## src/rtl/serial_host_regs.sv

```systemverilog
module serial_host_regs (
  input  logic       clk,
  input  logic       reg_sel,
  input  logic       wr_en,
  input  logic       rd_en,
  input  logic [7:0] wr_data,
  output logic [7:0] rd_data,
  output logic [7:0] tx_data,
  output logic       tx_valid,
  input  logic       tx_take,
  input  logic       rx_valid,
  input  logic [7:0] rx_byte,
  input  logic       rx_par_err,
  input  logic       rx_frm_err,
  input  logic       cts_n,
  input  logic       dcd_n,
  output logic       in_reset,
  output logic [1:0] div_sel,
  output logic       fmt_8bit,
  output logic       fmt_par_en,
  output logic       fmt_par_odd,
  output logic       fmt_2stop,
  output logic       irq_n
);

  logic       in_rst = 1'b1;
  logic [7:0] ctrl   = 8'h03;
  logic [7:0] tx_q   = 8'h00;
  logic       pend   = 1'b0;
  logic [7:0] rx_q   = 8'h00;
  logic       rdrf   = 1'b0;
  logic       ovrn   = 1'b0;
  logic       pe     = 1'b0;
  logic       fe     = 1'b0;

  logic ctl_wr, tx_wr, rx_rd, mreset, take_ok, tdre, irq;

  assign ctl_wr  = wr_en & reg_sel;
  assign tx_wr   = wr_en & ~reg_sel & ~in_rst;
  assign rx_rd   = rd_en & reg_sel;
  assign mreset  = ctl_wr & (wr_data[1:0] == 2'b11);
  assign take_ok = tx_valid & tx_take;
  assign tdre    = ~in_rst & ~pend;

  always_ff @(posedge clk) begin
    if (ctl_wr) begin
      ctrl   <= wr_data;
      in_rst <= mreset;
    end
  end

  always_ff @(posedge clk) begin
    if (mreset) begin
      tx_q <= 8'h00;
      pend <= 1'b0;
    end else if (tx_wr) begin
      tx_q <= wr_data;
      pend <= 1'b1;
    end else if (take_ok) begin
      pend <= 1'b0;
    end
  end

  always_ff @(posedge clk) begin
    if (mreset) begin
      rx_q <= 8'h00;
      rdrf <= 1'b0;
      ovrn <= 1'b0;
      pe   <= 1'b0;
      fe   <= 1'b0;
    end else if (!in_rst) begin
      if (rx_valid) begin
        rx_q <= rx_byte;
        ovrn <= rdrf & ~rx_rd;
        rdrf <= 1'b1;
        pe   <= rx_par_err;
        fe   <= rx_frm_err;
      end else if (rx_rd) begin
        rdrf <= 1'b0;
        ovrn <= 1'b0;
        pe   <= 1'b0;
        fe   <= 1'b0;
      end
    end
  end

  assign irq = ~in_rst & ((ctrl[7] & (rdrf | ovrn)) | ((ctrl[6:5] == 2'b01) & tdre));

  assign rd_data  = reg_sel ? rx_q : {irq, pe, ovrn, fe, cts_n, dcd_n, tdre, rdrf};
  assign tx_data  = tx_q;
  assign tx_valid = pend & ~cts_n & ~in_rst;
  assign in_reset = in_rst;
  assign irq_n    = ~irq;
  assign div_sel  = ctrl[1:0];

  assign fmt_8bit    = ctrl[4];
  assign fmt_par_en  = ~ctrl[4] | ctrl[3];
  assign fmt_par_odd = (~ctrl[4] | ctrl[3]) & ctrl[2];
  assign fmt_2stop   = ~ctrl[3] & (~ctrl[4] | ~ctrl[2]);

endmodule


```

## config.mk

```make
export PLATFORM = sky130hd
export DESIGN_NAME = serial_host_regs
export DESIGN_NICKNAME = d
export VERILOG_FILES = /design/src/rtl/serial_host_regs.sv
export SDC_FILE = /design/constraint.sdc
export NUM_CORES = 1
export LEC_CHECK = 0
export BUFFER_PORTS_ARGS = -buffer_cell sky130_fd_sc_hd__buf_2
export CAP_MARGIN = 40
export CORE_AREA = 3 3 42 73
export DETAILED_ROUTE_END_ITERATION = 10
export DIE_AREA = 0 0 45 76
export MAX_ROUTING_LAYER = met4
export PLACE_DENSITY = 0.8
export SKIP_LAST_GASP = 1
export SLEW_MARGIN = 5
export SYNTH_ARGS = -nofsm -noshare
export SYNTH_HDL_FRONTEND = slang
export SYNTH_SLANG_ARGS = --single-unit
```

## constraint.sdc

```tcl
create_clock -name clk -period 2.3 [get_ports clk]
set_input_delay 0.345 -clock clk [delete_from_list [all_inputs] [get_ports clk]]
set_output_delay 0.345 -clock clk [all_outputs]
set_load 0.01 [all_outputs]
```

After elaboration in Yosys (flattened, before gate mapping) --
Index checks and enable logic that the tools add are counted.
Word-level totals: flip-flop bits (word level) 30, input bits 26, output and inout bits 25, logic and storage cells 51
Cells by class: eq/ne operators 2, mux-type cells 8, bitwise operators 28, reductions and logical operators 4
Operators by type and width (number):
- bitwise AND 1 bit | 15
- inverter 1 bit | 9
- two-way mux 8 bit | 1
- two-way mux 1 bit | 7
- OR 1 bit | 4
- AND reduction 2 bit | 2
- nonzero test 2 bit | 2
- == test 2 x 1 -> 1 bit (second input constant) | 1
- == test 2 bit (second input constant) | 1

Logic depth before layout (Yosys ltp) --
Gate-level depths: netlist (run 1).
depth after elaboration 6, mapped depth 5, gate-level depth less buffers 3

Worst setup path before layout (run 1) --
No wires, ideal clock.
path kind register to output, from reg in_rst (netlist: in_reset), to out rd_data[7], arrival time 1.154 ns, required time 1.955 ns, path slack 0.801 ns, cell stages (with the launch flop) 4, path through edfxtp_1 > buf_6 > nor4b_1 > o31a_1
Between the ends: longest elaborated chain between the ends 6
Ends and longest elaborated chain:
- start, declared | line 26 | logic in_rst = 1'b1;
- start signal, assigned | line 48 | in_rst <= mreset;
- inverter 1 bit (no line) *
- bitwise AND 1 bit | line 43 | assign tdre = ~in_rst & ~pend;
- bitwise AND 1 bit | line 87 | assign irq = ~in_rst & ((ctrl[7] & (rdrf | ovrn)) | ((ctrl[6:5] == 2'b01) & tdre));
- OR 1 bit | line 87
- bitwise AND 1 bit * | line 87
- two-way mux 8 bit * | line 89 | assign rd_data = reg_sel ? rx_q : {irq, pe, ovrn, fe, cts_n, dcd_n, tdre, rdrf};
- end, declared | line 7 | output logic [7:0] rd_data,
Every way passes the cells marked *; elsewhere a longest branch is shown, timed or not.

Worst setup path after layout (run 1) --
Ends and elaborated chain as after synthesis.

==> impl_metrics.xml, run 1 <==
<?xml version="1.0" encoding="UTF-8"?>
<metrics>
  <group name="sta">
    <metric name="fin_tns_setup" unit="ns">0</metric>
    <metric name="post-route-worst-setup-slack" unit="ns">0.391</metric>
    <metric name="min_period" unit="ns">1.91</metric>
    <metric name="max_clock_freq" unit="GHz">0.524</metric>
    <metric name="timing.final.crit_share" unit="%">83.0</metric>
    <metric name="timing.final.setup_violations" unit="">0</metric>
    <metric name="worst_slew_pin_slew" unit="ns">0.449</metric>
    <metric name="final.setup_skew" unit="ns">0.00510</metric>
    <metric name="timing.slew.headroom" unit="%">69.9</metric>
    <metric name="final_count_of_hold_timing_violations" unit="">0</metric>
    <metric name="setup_repair_after_global_routing_missed_its_margin" unit="">false</metric>
    <metric name="timing_max_transition_violations_final" unit="">0</metric>
  </group>
  <group name="routing">
    <metric name="routed_wirelength" unit="um">2790</metric>
    <metric name="drt_pre_antenna_iters" unit="">4</metric>
    <metric name="routedWlPerCell" unit="um">14.2</metric>
    <metric name="vias" unit="">1019</metric>
    <metric name="drc" unit="">0</metric>
    <metric name="viasPerCell" unit="">5.20</metric>
    <metric name="drt_iter0_markers" unit="">15</metric>
    <metric name="final_antenna_net_count" unit="">0</metric>
  </group>
  <group name="logic_synthesis">
    <metric name="ys_dominant_reg_cell" unit="">dfxtp_1</metric>
    <metric name="ys_warn_count" unit="">0</metric>
    <metric name="count_of_flip_flops_with_a_built_in_enable_after_synthesis" unit="">9</metric>
    <metric name="post-synth-top-area-cell" unit="">dfxtp_1</metric>
    <metric name="syn-mean-instance-area" unit="um2">10.6</metric>
    <metric name="synthDominantCellAreaShare" unit="%">33.3</metric>
    <metric name="synth_top_cells_by_count" unit="">21 x dfxtp_1, 20 x nand2_1, 15 x a21oi_1</metric>
    <metric name="postSynthCellCount" unit="">119</metric>
    <metric name="synth.most_common_cell" unit="">dfxtp_1</metric>
    <metric name="mappedNetlistArea" unit="mm2">0.00126</metric>
    <metric name="synthArstFlopShare" unit="%">0</metric>
    <metric name="synth.top_cells.by_area" unit="">dfxtp_1 33%, edfxtp_1 21%, mux2i_1 6.3%</metric>
    <metric name="synth_seq_area_share" unit="%">54.7</metric>
    <metric name="ys_ff_latch" unit="">30</metric>
    <metric name="syn_nets" unit="">145</metric>
    <metric name="synth.distinct_cells" unit="">24</metric>
  </group>
  <group name="floorplan">
    <metric name="initial_utilization" unit="%">50.0</metric>
    <metric name="fp.dieArea" unit="mm2">0.00342</metric>
    <metric name="pin_count" unit="">51</metric>
    <metric name="chipWidth" unit="um">45</metric>
    <metric name="core" unit="mm2">0.00252</metric>
    <metric name="fp.dieH" unit="um">76</metric>
    <metric name="std_cell_rows" unit="">24</metric>
  </group>
  <group name="critical_path">
    <metric name="critPathCaptureType" unit="">output pin</metric>
    <metric name="timing.critical_path.arrival" unit="ns">1.56</metric>
    <metric name="reg2reg_depth" unit="">4</metric>
    <metric name="start_kind" unit="">flip-flop</metric>
    <metric name="critical_path.max_fanout" unit="">13</metric>
    <metric name="critPathKind" unit="">flip-flop to output pin</metric>
    <metric name="required" unit="ns">1.96</metric>
  </group>
  <group name="finish">
    <metric name="area_taken_by_multi_input_logic_gates" unit="um2">490</metric>
    <metric name="layout.area.seq" unit="um2">691</metric>
    <metric name="num_antenna_cells" unit="">0</metric>
    <metric name="filler_cell_count" unit="">224</metric>
    <metric name="post_route_cells_drive_above_1_share" unit="%">44.7</metric>
    <metric name="fin_nets" unit="">195</metric>
    <metric name="area_growth_syn_to_layout" unit="%">26.8</metric>
    <metric name="final_cell_area" unit="mm2">0.00160</metric>
  </group>
  <group name="placement">
    <metric name="placed_instance_area" unit="mm2">0.00149</metric>
    <metric name="finalWeightedCongestion" unit="">0.809</metric>
    <metric name="place_hpwl" unit="um">2110</metric>
    <metric name="io_buffer_count" unit="">50</metric>
    <metric name="post-place-ws" unit="ns">0.631</metric>
  </group>
  <group name="power">
    <metric name="p_per_area" unit="mW/mm2">888</metric>
    <metric name="max-vdd-ir-drop" unit="uV">600</metric>
    <metric name="leakage" unit="uW">0.000695</metric>
  </group>
  <group name="grt">
    <metric name="largest_net_degree_at_the_start_of_global_routing" unit="">23</metric>
    <metric name="antenna_found_initial" unit="">0</metric>
    <metric name="grt_usage" unit="%">18.5</metric>
    <metric name="grt_first_pass_wirelength" unit="um">4650</metric>
    <metric name="grt_remaining_overflow" unit="">0</metric>
    <metric name="via_count_of_the_first_global_routing_pass" unit="">1042</metric>
  </group>
  <group name="worst_hold_path">
    <metric name="hold_path_depth" unit="">1</metric>
    <metric name="worstHoldPathType" unit="">input port to flip-flop</metric>
  </group>
  <group name="clock_network">
    <metric name="clock_sink_count" unit="">30</metric>
    <metric name="postCtsSetupBuffers" unit="">0</metric>
    <metric name="worst_setup_hold_path_clk_slew" unit="ns">0.07</metric>
    <metric name="clock-root-buffer" unit="">clkbuf_8</metric>
    <metric name="clkLatencyLatePin" unit="ns">0.28</metric>
    <metric name="cts_resized" unit="">0</metric>
    <metric name="cts_buffers" unit="">5</metric>
    <metric name="clock_tree.buffer_depth" unit="">2</metric>
    <metric name="cts-hold-fix-buffers" unit="">0</metric>
    <metric name="cts_tree" unit="">yes</metric>
    <metric name="clock_tree.htree_level_count" unit="">2</metric>
  </group>
  <group name="run">
    <metric name="timing.max_cap.violations" unit="">0</metric>
  </group>
  <group name="status">
    <metric name="outcome" unit="">complete, no violations</metric>
  </group>
</metrics>
-- final cells by class --
cell class	count	share of cell area, %
clock buffer	5	4.30
clock inverter	3	2.81
inverter	2	0.469
multi-input combinational	78	30.6
sequential	30	43.2
tap	26	2.03
timing repair buffer	52	16.6
-- cells by family after synthesis --
group           share of synthesized area, %
compound gates                          9.41
buf+inv                                 6.44
flops                                   54.7
mux                                     11.7
simple gates                            17.7
-- state kept, by name (all words and copies together), names as in the netlist --
register and count:
ctrl 8, rx_q 8, fe 1, pe 1, rdrf 1, pend 1, in_reset 1, tx_data 8
ovrn 1
-- layer usage --
| layer | wire (um) | vias to the layer above | GRT usage (%) |
|---|---|---|---|
| li1 | - | 503 | - |
| met1 | 1010 | 478 | 18.7 |
| met2 | 1550 | 32 | 31.4 |
| met3 | 185 | 6 | 6.15 |
| met4 | 46 | 0 | 6.74 |
| met5 | 0 | - | - |
-- critical path: stages (launching register included) --
cell and delay (ns):
edfxtp_1 0.55, nor4b_1 0.44, o31a_1 0.17, buf_2 0.12
-- report_power, final --
part | switching, uW | leakage (uW) | total (uW) | internal (uW)
registers | 40.1 | 0.000259 | 659 | 619
clock network | 208 | 0.0000504 | 529 | 322
logic | 119 | 0.000386 | 233 | 114
total | 367 | 0.000695 | 1420 | 1050
-- cell usage in the layout, fill, tap and decap left out, drive strengths merged --
master and count:
a21oi 15, o21ai 4, nor2 10, dfxtp 21
bufinv 1, mux2i 8, inv 2, clkbuf 5
clkinvlp 2, nand2 20, o31ai 2, mux2 6
buf 52, nor4b 1, nor3b 3, nand3 1
nand2b 3, o31a 1, and3 1, and2b 1
edfxtp 9, and2 2
-- path summary, 6_finish.rpt --
kind | from | to | slack, ns
max | in_reset | rd_data[7] | 0.39
min | wr_data[4] | ctrl[4] | 0.25
max reg2reg | in_reset | tx_data[7] | 0.66
min reg2reg | rx_q[6] | rx_q[6] | 0.45
-- stage by stage --
| stage | cells | power, uW | util, % | hold slack (ns) |
|---|---|---|---|---|
| after floorplan | 119 | 807 | - | 0.429 |
| after global placement | 188 | 894 | 58.9 | 0.438 |
| after detailed placement | 188 | 907 | 58.9 | 0.447 |
| after CTS | 196 | 1440 | 63.4 | 0.244 |
| after global routing | 196 | 1490 | 63.4 | 0.250 |
| final | 196 | 1420 | 63.4 | 0.255 |
(Power assumes the default switching activity.)
==> inputs of run 2 (changes only) <==
Settings changed: ABC_AREA set to 1, CORE_AREA 3 3 42 73 to 3 3 45 77, DIE_AREA 0 0 45 76 to 0 0 48 80, PLACE_DENSITY 0.8 to 0.72.
Clock period 2.3 ns to 1.55 ns, I/O delays scaled along.
==> impl_metrics.xml, run 2 <==
<?xml version="1.0" encoding="UTF-8"?>
<metrics>
  <group name="clock_network">
    <metric name="postCtsSetupBuffers" unit="">0</metric>
    <metric name="clkLatencyLatePin" unit="ns">0.27</metric>
    <metric name="worst_setup_hold_path_clk_slew" unit="ns">0.06</metric>
    <metric name="cts-hold-fix-buffers" unit="">0</metric>
    <metric name="clock-root-buffer" unit="">clkbuf_8</metric>
    <metric name="clock_sink_count" unit="">30</metric>
    <metric name="cts_tree" unit="">yes</metric>
    <metric name="clock_tree.buffer_depth" unit="">2</metric>
    <metric name="cts_buffers" unit="">5</metric>
    <metric name="clock_tree.htree_level_count" unit="">2</metric>
    <metric name="cts_resized" unit="">0</metric>
  </group>
  <group name="logic_synthesis">
    <metric name="synth_top_cells_by_count" unit="">50 x nand2_1, 21 x dfxtp_1, 17 x nor2_1</metric>
    <metric name="synth_seq_area_share" unit="%">57.2</metric>
    <metric name="ys_dominant_reg_cell" unit="">dfxtp_1</metric>
    <metric name="synth.distinct_cells" unit="">19</metric>
    <metric name="syn_nets" unit="">171</metric>
    <metric name="synthArstFlopShare" unit="%">0</metric>
    <metric name="synth.top_cells.by_area" unit="">dfxtp_1 35%, edfxtp_1 22%, nand2_1 16%</metric>
    <metric name="postSynthCellCount" unit="">145</metric>
    <metric name="ys_warn_count" unit="">0</metric>
    <metric name="post-synth-top-area-cell" unit="">dfxtp_1</metric>
    <metric name="synthDominantCellAreaShare" unit="%">34.8</metric>
    <metric name="ys_ff_latch" unit="">30</metric>
    <metric name="synth.most_common_cell" unit="">nand2_1</metric>
    <metric name="count_of_flip_flops_with_a_built_in_enable_after_synthesis" unit="">9</metric>
    <metric name="mappedNetlistArea" unit="mm2">0.00121</metric>
    <metric name="syn-mean-instance-area" unit="um2">8.33</metric>
  </group>
  <group name="critical_path">
    <metric name="critical_path.reg2reg.endpoint" unit="">rx_q[3]</metric>
    <metric name="critical_path.max_fanout" unit="">5</metric>
    <metric name="reg2reg_depth" unit="">4</metric>
    <metric name="reg2reg_setup_slack" unit="ns">0.27</metric>
    <metric name="required" unit="ns">1.32</metric>
    <metric name="cpPeakStageDelay" unit="ns">0.49</metric>
    <metric name="timing.critical_path.arrival" unit="ns">1.21</metric>
    <metric name="critPathSlowestCell" unit="">edfxtp_1</metric>
    <metric name="crit-reg2reg-launch" unit="">in_reset</metric>
    <metric name="critPathKind" unit="">flip-flop to output pin</metric>
    <metric name="start_kind" unit="">flip-flop</metric>
    <metric name="crit_path_cell_trace" unit="">nor2_2, a22o_1, buf_2</metric>
    <metric name="critPathCaptureType" unit="">output pin</metric>
  </group>
  <group name="sta">
    <metric name="min_period" unit="ns">1.45</metric>
    <metric name="final_count_of_hold_timing_violations" unit="">0</metric>
    <metric name="max_clock_freq" unit="GHz">0.691</metric>
    <metric name="final.setup_skew" unit="ns">0.00486</metric>
    <metric name="worst_slew_pin_slew" unit="ns">0.349</metric>
    <metric name="fin_tns_setup" unit="ns">0</metric>
    <metric name="timing.final.crit_share" unit="%">93.3</metric>
    <metric name="timing.slew.headroom" unit="%">76.7</metric>
    <metric name="timing_max_transition_violations_final" unit="">0</metric>
    <metric name="timing.final.setup_violations" unit="">0</metric>
    <metric name="setup_repair_after_global_routing_missed_its_margin" unit="">false</metric>
    <metric name="fin_hold_ws" unit="ns">0.145</metric>
  </group>
  <group name="grt">
    <metric name="grt_remaining_overflow" unit="">0</metric>
    <metric name="grt_usage" unit="%">15.3</metric>
    <metric name="grt_first_pass_wirelength" unit="um">4060</metric>
    <metric name="largest_net_degree_at_the_start_of_global_routing" unit="">15</metric>
    <metric name="via_count_of_the_first_global_routing_pass" unit="">976</metric>
    <metric name="antenna_found_initial" unit="">0</metric>
  </group>
  <group name="floorplan">
    <metric name="pin_count" unit="">51</metric>
    <metric name="fp.dieH" unit="um">80</metric>
    <metric name="fp.dieArea" unit="mm2">0.00384</metric>
    <metric name="std_cell_rows" unit="">26</metric>
    <metric name="core" unit="mm2">0.00293</metric>
    <metric name="chipWidth" unit="um">48</metric>
    <metric name="initial_utilization" unit="%">41.2</metric>
  </group>
  <group name="routing">
    <metric name="vias" unit="">1086</metric>
    <metric name="routed_wirelength" unit="um">2600</metric>
    <metric name="drc" unit="">0</metric>
    <metric name="drt_iter0_markers" unit="">30</metric>
    <metric name="viasPerCell" unit="">4.76</metric>
    <metric name="final_antenna_net_count" unit="">0</metric>
    <metric name="routedWlPerCell" unit="um">11.4</metric>
    <metric name="drt_pre_antenna_iters" unit="">4</metric>
  </group>
  <group name="finish">
    <metric name="fin_nets" unit="">225</metric>
    <metric name="filler_cell_count" unit="">298</metric>
    <metric name="most_frequent_cells_in_the_layout" unit="">50 x nand2_1, 50 x buf_2, 21 x dfxtp_1, 17 x nor2_1, 14 x a21oi_1</metric>
    <metric name="num_antenna_cells" unit="">0</metric>
    <metric name="post_route_cells_drive_above_1_share" unit="%">33.0</metric>
    <metric name="area_growth_syn_to_layout" unit="%">28.3</metric>
    <metric name="final_cell_area" unit="mm2">0.00155</metric>
  </group>
  <group name="status">
    <metric name="outcome" unit="">complete, no violations</metric>
  </group>
  <group name="power">
    <metric name="max-vdd-ir-drop" unit="uV">765</metric>
    <metric name="leakage" unit="uW">0.000761</metric>
    <metric name="p_per_area" unit="mW/mm2">1240</metric>
  </group>
  <group name="worst_hold_path">
    <metric name="holdCritStartpoint" unit="">wr_data[6]</metric>
    <metric name="min_to" unit="">ctrl[6]</metric>
    <metric name="hold_path_depth" unit="">1</metric>
    <metric name="worstHoldPathType" unit="">input port to flip-flop</metric>
  </group>
  <group name="placement">
    <metric name="place_hpwl" unit="um">2030</metric>
    <metric name="placed_instance_area" unit="mm2">0.00147</metric>
    <metric name="finalWeightedCongestion" unit="">0.748</metric>
    <metric name="io_buffer_count" unit="">50</metric>
  </group>
  <group name="run">
    <metric name="timing.max_cap.violations" unit="">0</metric>
  </group>
</metrics>
run 2: through the flow:
step	utilization, %	power [uW]	setup WS (ns)	std cells
global placement	50.2	1340	0.298	220
finish	52.9	1920	0.104	228
global route	52.9	2030	0.0143	228
detailed placement	50.2	1350	0.291	220
floorplan	-	1200	0.477	145
CTS	52.9	1940	0.0959	228
run 2: critical path: cells and delay by family (launching register included):
kind                   cells  cell delay (ns)
buffers and inverters      1             0.12
and+or+nand+nor            1             0.18
AOI/OAI and AO/OA          1             0.15
DFF                        1             0.49
run 2: power by group:
| part | internal [uW] | total [uW] | switching, uW |
|---|---|---|---|
| Sequential | 925 | 988 | 62.7 |
| Combinational | 156 | 343 | 188 |
| Clock | 318 | 590 | 272 |
run 2: kinds of logic (layout without fill, tap and decap cells):
| logic type | count (synthesis) | count (layout) | share of synthesized area (%) |
|---|---|---|---|
| buf+inv | 15 | 70 | 6.32 |
| flops | 30 | 30 | 57.2 |
| simple gates | 74 | 74 | 25.2 |
| compound gates | 26 | 26 | 11.3 |
run 2: cell type report:
| type | count | area [um2] | share of cell area (%) |
|---|---|---|---|
| Tap cell | 28 | 35.0 | 2.26 |
| Sequential cell | 30 | 691 | 44.6 |
| Inverter | 10 | 37.5 | 2.42 |
| Timing Repair Buffer | 52 | 265 | 17.1 |
| Multi-Input combinational cell | 100 | 440 | 28.4 |
| Clock buffer | 8 | 80.1 | 5.17 |
run 2: worst max-delay path by stage:
stage	startpoint	endpoint	slack, ns	depth (start not counted)
6_report	in_reset	rd_data[1]	0.10	3
4_1_cts	in_reset	rd_data[1]	0.1	3
2_1_floorplan	in_reset	tx_data[0]	0.48	4
3_5_place_dp	in_reset	rx_q[3]	0.29	4
3_3_place_gp	in_reset	rx_q[1]	0.30	4
5_1_grt	in_reset	rd_data[1]	0.01	3
run 2: layer usage:
layer	global-route usage (%)	share of wire (%)	vias up
met2	24.1	47	47
li1	-	-	575
met5	-	0	-
met1	16.2	42	457
met3	5.64	8.8	7
met4	7.28	2.0	0
==> inputs of run 3 (changes only) <==
Settings changed: CAP_MARGIN 40 to 20, CORE_AREA 3 3 45 77 to 3 3 43 74, DIE_AREA 0 0 48 80 to 0 0 46 77, PLACE_DENSITY 0.72 to 0.75.
Clock period 1.55 ns to 1.6 ns, I/O delays scaled along.
==> impl_metrics.xml, run 3 (synthesis results as in run 2) <==
<?xml version="1.0" encoding="UTF-8"?>
<metrics>
  <group name="critical_path">
    <metric name="critical_path.startpoint" unit="">in_reset</metric>
    <metric name="timing.critical_path.arrival" unit="ns">1.20</metric>
    <metric name="critPathKind" unit="">flip-flop to output pin</metric>
    <metric name="critical_path.max_fanout" unit="">5</metric>
    <metric name="crit-reg2reg-launch" unit="">in_reset</metric>
    <metric name="crit_path_cell_trace" unit="">nor2_2, a22o_1, buf_2</metric>
    <metric name="critPathCaptureType" unit="">output pin</metric>
    <metric name="critPathSlowestCell" unit="">edfxtp_1</metric>
    <metric name="required" unit="ns">1.36</metric>
    <metric name="start_kind" unit="">flip-flop</metric>
    <metric name="cpPeakStageDelay" unit="ns">0.47</metric>
  </group>
  <group name="floorplan">
    <metric name="fp.dieArea" unit="mm2">0.00354</metric>
    <metric name="core" unit="mm2">0.00269</metric>
    <metric name="std_cell_rows" unit="">25</metric>
    <metric name="initial_utilization" unit="%">44.9</metric>
    <metric name="pin_count" unit="">51</metric>
    <metric name="fp.dieH" unit="um">77</metric>
    <metric name="chipWidth" unit="um">46</metric>
  </group>
  <group name="routing">
    <metric name="viasPerCell" unit="">4.89</metric>
    <metric name="vias" unit="">1100</metric>
    <metric name="drt_iter0_markers" unit="">30</metric>
    <metric name="routedWlPerCell" unit="um">12.4</metric>
    <metric name="drc" unit="">0</metric>
    <metric name="drt_pre_antenna_iters" unit="">4</metric>
    <metric name="final_antenna_net_count" unit="">0</metric>
    <metric name="routed_wirelength" unit="um">2780</metric>
  </group>
  <group name="finish">
    <metric name="layout.area.seq" unit="um2">691</metric>
    <metric name="most_frequent_cells_in_the_layout" unit="">50 x nand2_1, 50 x buf_2, 21 x dfxtp_1, 17 x nor2_1, 14 x a21oi_1</metric>
    <metric name="area_growth_syn_to_layout" unit="%">29.9</metric>
    <metric name="final_core_utilization" unit="%">58.3</metric>
    <metric name="filler_cell_count" unit="">267</metric>
    <metric name="num_antenna_cells" unit="">0</metric>
    <metric name="area_taken_by_multi_input_logic_gates" unit="um2">440</metric>
    <metric name="post_route_cells_drive_above_1_share" unit="%">33.3</metric>
    <metric name="fin_nets" unit="">223</metric>
  </group>
  <group name="clock_network">
    <metric name="postCtsSetupBuffers" unit="">0</metric>
    <metric name="clock_tree.buffer_depth" unit="">2</metric>
    <metric name="clkLatencyLatePin" unit="ns">0.28</metric>
    <metric name="clock_sink_count" unit="">30</metric>
    <metric name="clock-root-buffer" unit="">clkbuf_8</metric>
    <metric name="cts_tree" unit="">yes</metric>
    <metric name="cts-hold-fix-buffers" unit="">0</metric>
    <metric name="worst_setup_hold_path_clk_slew" unit="ns">0.06</metric>
    <metric name="clock_tree.htree_level_count" unit="">2</metric>
    <metric name="cts_buffers" unit="">5</metric>
    <metric name="cts_resized" unit="">0</metric>
  </group>
  <group name="grt">
    <metric name="gr-usage-met2" unit="%">28.7</metric>
    <metric name="grt_remaining_overflow" unit="">0</metric>
    <metric name="largest_net_degree_at_the_start_of_global_routing" unit="">15</metric>
    <metric name="via_count_of_the_first_global_routing_pass" unit="">1080</metric>
    <metric name="grt_usage" unit="%">17.7</metric>
    <metric name="global_route.usage.met3" unit="%">5.63</metric>
    <metric name="grt-busiest-layer" unit="">met2</metric>
    <metric name="antenna_found_initial" unit="">0</metric>
    <metric name="grtUsageMet1" unit="%">18.8</metric>
    <metric name="grt_first_pass_wirelength" unit="um">4510</metric>
  </group>
  <group name="power">
    <metric name="p_switching" unit="uW">516</metric>
    <metric name="switching_share" unit="%">25.0</metric>
    <metric name="leakage" unit="uW">0.000769</metric>
    <metric name="pwr-share-clk" unit="%">37.5</metric>
    <metric name="max-vdd-ir-drop" unit="uV">815</metric>
    <metric name="seq_power_share" unit="%">46.4</metric>
    <metric name="p_per_area" unit="mW/mm2">1320</metric>
    <metric name="internal_portion_of_total_power" unit="uW">1550</metric>
    <metric name="power.share.combinational" unit="%">16.1</metric>
  </group>
  <group name="sta">
    <metric name="final.setup_skew" unit="ns">0.00766</metric>
    <metric name="timing.slew.headroom" unit="%">70.2</metric>
    <metric name="setup_repair_after_global_routing_missed_its_margin" unit="">false</metric>
    <metric name="max_clock_freq" unit="GHz">0.696</metric>
    <metric name="fin_tns_setup" unit="ns">0</metric>
    <metric name="worst_slew_pin_slew" unit="ns">0.446</metric>
    <metric name="timing.final.setup_violations" unit="">0</metric>
    <metric name="final_count_of_hold_timing_violations" unit="">0</metric>
    <metric name="min_period" unit="ns">1.44</metric>
    <metric name="timing_max_transition_violations_final" unit="">0</metric>
    <metric name="timing.final.crit_share" unit="%">89.8</metric>
    <metric name="post-route-worst-setup-slack" unit="ns">0.163</metric>
  </group>
  <group name="placement">
    <metric name="place_hpwl" unit="um">2210</metric>
    <metric name="io_buffer_count" unit="">50</metric>
    <metric name="finalWeightedCongestion" unit="">0.890</metric>
    <metric name="post-place-ws" unit="ns">0.219</metric>
  </group>
  <group name="status">
    <metric name="outcome" unit="">complete, no violations</metric>
  </group>
  <group name="run">
    <metric name="timing.max_cap.violations" unit="">0</metric>
  </group>
  <group name="worst_hold_path">
    <metric name="holdCritStartpoint" unit="">wr_data[2]</metric>
    <metric name="worstHoldPathType" unit="">input port to flip-flop</metric>
  </group>
</metrics>
[run 3: final timing paths]
kind	to	slack, ns	cells past startpoint
max	rd_data[1]	0.16	3
min	ctrl[2]	0.15	1
max reg2reg	rx_q[0]	0.26	4
min reg2reg	fe	0.46	2
[run 3: routing by layer]
| metal | routed length [um] | up-vias |
|---|---|---|
| li1 | - | 569 |
| met1 | 1050 | 477 |
| met2 | 1400 | 49 |
| met3 | 278 | 5 |
| met4 | 50 | 0 |
| met5 | 0 | - |
[run 3: stage by stage]
| step | hold slack (ns) | power (uW) | instance area (um2) | instances |
|---|---|---|---|---|
| after detailed placement | 0.431 | 1310 | 1450 | 217 |
| after global placement | 0.432 | 1300 | 1450 | 217 |
| after floorplan | 0.339 | 1160 | 1210 | 145 |
| after global routing | 0.138 | 2180 | 1570 | 225 |
| final | 0.146 | 2070 | 1570 | 225 |
| after CTS | 0.139 | 2090 | 1570 | 225 |
[run 3: area by class of cell]
class	count	area share, %
clock buffer	7	5.50
sequential	30	44.0
clock inverter	1	1.91
tap	27	2.15
timing repair buffer	50	15.9
inverter	10	2.39
multi-input combinational	100	28.1
[run 3: worst max-delay path, delay by kind of cell, from the launching register on]
kind            cells  cell delay (ns)
flops               1             0.47
simple gates        1             0.18
compound gates      1             0.14
buf+inv             1             0.12
[run 3: power groups by stage]
stage                     combinational [uW]  sequential [uW]  clock [uW]
after global routing                     377              972         827
after CTS                                337              960         792
final                                    332              959         776
after global placement                   325              970           0
after floorplan                          176              983           0
after detailed placement                 336              975           0
